===== src/rtl/dual_clk_src_ctl.sv =====
module dual_clk_src_ctl #(
  parameter int SETTLE_TICKS = 8
) (
  input  logic       clk,
  input  logic       rst_n,
  input  logic       wr_en,
  input  logic       rd_en,
  input  logic [3:0] wdata,
  output logic [3:0] rdata,
  output logic       cfg_err,
  input  logic       main_tick,
  input  logic       sub_tick,
  input  logic       stop,
  output logic       sys_clk_en,
  output logic       sys_src_sub,
  output logic       main_osc_en,
  output logic       lcd_clk_en,
  output logic       wdt_tap_sel,
  output logic       div_short
);

  localparam int CNT_W = (SETTLE_TICKS > 1) ? $clog2(SETTLE_TICKS) : 1;
  localparam logic [CNT_W-1:0] CNT_LAST = CNT_W'(SETTLE_TICKS - 1);

  logic [3:0]       ctl_q;
  logic             act_sub_q;
  logic             err_q;
  logic [CNT_W-1:0] cnt_q;

  logic wr_bad, wr_ok, pend, tgt_tick, flip;

  assign wr_bad = wr_en & wdata[1] & ~wdata[0];
  assign wr_ok  = wr_en & ~wr_bad;
  assign flip   = wr_ok & (wdata[0] != ctl_q[0]);

  assign main_osc_en = ~ctl_q[1] | ~act_sub_q;
  assign pend        = ctl_q[0] != act_sub_q;
  assign tgt_tick    = ctl_q[0] ? sub_tick : (main_tick & main_osc_en);

  assign sys_clk_en  = ~stop & (act_sub_q ? sub_tick : main_tick);
  assign lcd_clk_en  = ~stop & sub_tick;
  assign sys_src_sub = act_sub_q;
  assign rdata       = ctl_q;
  assign cfg_err     = err_q;
  assign wdt_tap_sel = ctl_q[2];
  assign div_short   = ctl_q[3];

  always_ff @(posedge clk or negedge rst_n) begin
    if (!rst_n) begin
      ctl_q <= 4'h0;
      err_q <= 1'b0;
    end else begin
      if (wr_ok) ctl_q <= wdata;
      if (wr_bad)     err_q <= 1'b1;
      else if (rd_en) err_q <= 1'b0;
    end
  end

  always_ff @(posedge clk or negedge rst_n) begin
    if (!rst_n) begin
      act_sub_q <= 1'b0;
      cnt_q     <= '0;
    end else if (flip || !pend) begin
      cnt_q <= '0;
    end else if (tgt_tick) begin
      if (cnt_q == CNT_LAST) begin
        act_sub_q <= ctl_q[0];
        cnt_q     <= '0;
      end else begin
        cnt_q <= cnt_q + 1'b1;
      end
    end
  end

  assert_reject_keeps_R3: assert property (@(posedge clk) disable iff (!rst_n)
    wr_bad |=> rdata == $past(rdata));

  assert_reject_flags_R4: assert property (@(posedge clk) disable iff (!rst_n)
    wr_bad |=> cfg_err);

  assert_no_forbidden_R3: assert property (@(posedge clk) disable iff (!rst_n)
    !(rdata[1] && !rdata[0]));

  assert_switch_to_request_R5: assert property (@(posedge clk) disable iff (!rst_n)
    (sys_src_sub != $past(sys_src_sub)) |-> (sys_src_sub == $past(rdata[0])));

  assert_main_on_at_handover_R7: assert property (@(posedge clk) disable iff (!rst_n)
    $fell(sys_src_sub) |-> $past(main_osc_en));

  assert_lcd_quiet_in_stop_R8: assert property (@(posedge clk) disable iff (!rst_n)
    stop |-> !lcd_clk_en && !sys_clk_en);

endmodule


===== config.mk =====
export PLATFORM = sky130hd
export DESIGN_NAME = dual_clk_src_ctl
export DESIGN_NICKNAME = d
export VERILOG_FILES = /design/src/rtl/dual_clk_src_ctl.sv
export SDC_FILE = /design/constraint.sdc
export NUM_CORES = 1
export LEC_CHECK = 0
export ABC_AREA = 1
export ABC_CLOCK_PERIOD_IN_PS = 2390
export BUFFER_PORTS_ARGS = -buffer_cell sky130_fd_sc_hd__buf_2
export CORE_AREA = 2 2 39 41
export DETAILED_ROUTE_END_ITERATION = 7
export DIE_AREA = 0 0 41 43
export GPL_TIMING_DRIVEN = 0
export PLACE_DENSITY = 0.63
export SLEW_MARGIN = 5
export SYNTH_ARGS = -nofsm -noshare
export SYNTH_HDL_FRONTEND = slang
export SYNTH_SLANG_ARGS = --single-unit

===== constraint.sdc =====
create_clock -name clk -period 2.39 [get_ports clk]
set_input_delay 0.3585 -clock clk [delete_from_list [all_inputs] [get_ports clk]]
set_output_delay 0.3585 -clock clk [all_outputs]
set_load 0.05 [all_outputs]

After elaboration in Yosys (flattened, before gate mapping):

Cells that the tools add are included.

* register bits after elaboration: 9
* logic and storage cells: 34

* add/subtract/negate cells: 1
* equality and inequality tests: 3
* multiplexer cells: 7
* bitwise logic cells: 14
* reductions and logical operators: 5

Operators by type and width (number)
* $mux W3: 3
* $and A1 B1 Y1: 7
* $not A1 Y1: 6
* $mux W1: 4
* $reduce_bool A2 Y1: 2
* $add A3 B1 Y3 const B: 1
* $eq A3 B3 Y1 const B: 1
* $reduce_and A3 Y1: 1
* $ne A1 B1 Y1: 2
* $logic_not A1 Y1: 1
* $logic_or A1 B1 Y1: 1
* $or A1 B1 Y1: 1

Depth between registers and ports, before layout:

* word-level depth: 8
* mapped depth: 7

Worst setup path before layout:

Ideal clock, no wire load.

* path type: register to output
* start point: reg act_sub_q, in the netlist sys_src_sub
* end point: out sys_clk_en
* arrival time: 1.953 ns
* slack: 0.078 ns
* cell stages (with the launch flop): 3
* buffers on the path: 0
* cells stage by stage: dfrtp_1 > nor2_1 > a211oi_1

* word-level cells in the longest chain between the ends: 2

RTL lines
* start, declared: RTL line 26 `logic act_sub_q;`
* start signal, assigned: RTL line 67 `act_sub_q <= ctl_q[0];`
* $mux W1: RTL line 40 `assign sys_clk_en = ~stop & (act_sub_q ? sub_tick : main_tick);`
* $and A1 B1 Y1: RTL line 40
* end, declared: RTL line 14 `output logic sys_clk_en,`

Every way passes these cells.

Worst setup path in the final report:

Ends and elaborated chain as after synthesis.

==> impl_metrics.ini <==
[timing]
rsz0062_at_grt = false
whs_ns = 0.295
finClkSkew_ns = 0.00956
final-setup-viol-count = 0
period_minus_slack_ns = 1.59
worst_pin_slew_ns = 0.250
post-route-period-util_pct = 66.6
finalHoldViolCount = 0
fmax_mhz = 629
slew_headroom_pct = 83.4
setup_tns_ns = 0
finalMaxSlewViolations = 0

[die]
die_x_um = 41
row_count = 14
start_util_pct = 35.9
die_h_um = 43
io_pins = 22
core_um2 = 1380
die_area_um2 = 1760

[synthesis]
synth_fa_ha_area_share_pct = 5.04
syn_nets = 73
synthXorXnorAreaFrac_pct = 1.76
synth_top_family_by_area = simple AND/OR/NAND/NOR gates
async_flop_share_pct = 100
netlist_top_cells_count = nand2_1 (19), dfrtp_1 (9), inv_1 (5), nor2_1 (5), nand3_1 (4)
yosysMostFrequentCell = nand2_1
synth_top_area_cell = dfrtp_1
synthMuxAreaShare_pct = 0
synth_edf_count = 0
yosysSeqAreaShare_pct = 45.3
synth_cell_types = 16
syn_area_per_cell_um2 = 8.28
yosys_warnings = 0
synthFlopType = dfrtp_1
synth_area_leaders = dfrtp_1 (45%), nand2_1 (14%), ha_1 (5.0%)
synth_compound_area_share_pct = 10.3
synth-seq-cells = 9
syn_area_um2 = 497
synthSimpleGateAreaFrac_pct = 30.0
synth_top_area_share_pct = 45.3
syn_inst = 60

[pwr]
p_seq_share_pct = 41.4
p_switching_mw = 0.159
power_density_nw_per_um2 = 648
power.share.combinational_pct = 30.7
internal_power_mw = 0.267
switching_share_pct = 37.4
power.clock.fraction_pct = 27.9
vdd_ir_drop_max_mv = 0.357
power_leakage_nw = 0.377

[grt]
grt_pass1_vias = 459
grt_max_degree = 10
grt_pass1_wl_um = 1780
grt_overflow = 0
grt_use_total_pct = 15.8
antenna_found_initial = 0

[clock_network]
clkLatencyLatePin_ns = 0.26
cts_tree = built
clockBufferDepth = 2
h-tree-depth = 1
cts_sinks = 9
clk_pin_slew_ns = 0.07
numCtsBuffers = 3
cts_root_buf = clkbuf_4

[route]
dr.pass1.iters = 2
drc = 0
vias = 473
wire_per_inst_um = 10.2
drt-initial-drc-count = 4
vias_per_cell = 4.64
ant_nets = 0
wl_um = 1040

[worst_setup_path]
crit_fanout = 6
crit_type = reg2out
regToRegEndpoint = cnt_q[0]
r2r_cells = 5
r2r_start = cnt_q[0]
cp_data_required_time_ns = 2.03
start_kind = flop
cp_slowest_stage_delay_ns = 0.44
r2r_slack_ns = 1.20
critPathSlowestCell = dfrtp_1
path_cells = a211oi_1, buf_2
setup.worst_path.end_class = output pin
cp.arrival_ns = 1.23

[flow_run]
cap_violations = 0

[layout]
fill_cells = 139
syn_to_final_growth_pct = 32.5
diodes = 0
stdcell_area_um2 = 658
fin_nets = 100
drive_gt1_share_pct = 37.2

[place]
hpwl_um = 788
placed_cell_area_um2 = 622
globalplace.congestion = 0.718
io_buffers = 21

[hold_path]
min_delay_path_depth = 2
hold_start = rd_en
hold_end = cfg_err
hold_class = in2reg

[status]
status = complete, no violations
==> layout by cell type, fill, tap and decap left out, drive strengths merged <==
master       netlist  final
clkbuf             0      4
nand4              1      1
buf                2     23
nor2               5      5
a21oi              3      3
nand3              6      6
dlygate4sd3        0      1
o21ai              2      2
inv                6      6
dfrtp              9      9
a211oi             1      1
xor2               1      1
a21boi             1      1
ha                 2      2
nand2             21     21
==> final cells by class <==
cell class              count  area [um^2]  share of cell area, %
plain buffers               2         15.0                   2.28
clock buffers               4         26.3                   3.99
inverters                   6         22.5                   3.42
multi-input cells          43          234                   35.6
flip-flops and latches      9          225                   34.2
well taps                  16         20.0                   3.04
repair buffers             22          115                   17.5
==> worst max path at each step <==
stage | startpoint | end | slack [ns] | depth (start not counted)
2_1_floorplan | sys_src_sub | sys_clk_en | 0.08 | 2
3_3_place_gp | sub_tick | sys_clk_en | 1.07 | 4
3_5_place_dp | sub_tick | sys_clk_en | 1.05 | 4
4_1_cts | sys_src_sub | sys_clk_en | 0.78 | 2
5_1_grt | sys_src_sub | sys_clk_en | 0.69 | 3
6_report | sys_src_sub | sys_clk_en | 0.80 | 2
==> routing by layer <==
metal / track usage, % / vias up / wire length (um)
li1: - / 244 / -
met1: 16.7 / 214 / 442
met2: 23.4 / 13 / 519
met3: 6.28 / 2 / 46
met4: 12.0 / 0 / 27
met5: 0 / - / 0
==> sequential cells by signal, summed over array words and instances, names as in the netlist <==
name,cells
cnt_q,3
sys_src_sub,1
rdata,4
cfg_err,1
==> what timing repair did <==
item | CTS | global route
setup buffers | 0 | 0
endpoints found under the hold margin | 9 | 0
hold buffers | 1 | 0
gates resized for setup | 0 | 0
==> through the flow <==
| step | util [%] | setup slack [ns] | total power, mW | instances |
|---|---|---|---|---|
| after global placement | 44.9 | 1.07 | 0.308 | 97 |
| after global routing | 47.6 | 0.685 | 0.460 | 102 |
| after floorplan | - | 0.0782 | 0.273 | 60 |
| after detailed placement | 44.9 | 1.05 | 0.310 | 97 |
| final | 47.6 | 0.799 | 0.426 | 102 |
| after CTS | 47.6 | 0.777 | 0.436 | 102 |
==> cell families after synthesis <==
group | count (synthesis)
compound gates | 7
fa+ha+maj | 2
flops | 9
buf+inv | 8
xor+xnor | 1
simple gates | 33
==> power groups by stage <==
stage	logic (mW)	clock network [mW]	registers [mW]
finish	0.131	0.119	0.177
global route	0.143	0.138	0.178
CTS	0.132	0.127	0.177
detailed placement	0.130	0	0.180
global placement	0.129	0	0.179
floorplan	0.0624	0	0.210
==> critical path, delay by kind of cell (launching register included) <==
kind | cells | cell delay (ns)
buf+inv | 1 | 0.29
flops | 1 | 0.44
compound gates | 1 | 0.24
Power figures use the tool's default switching activity.
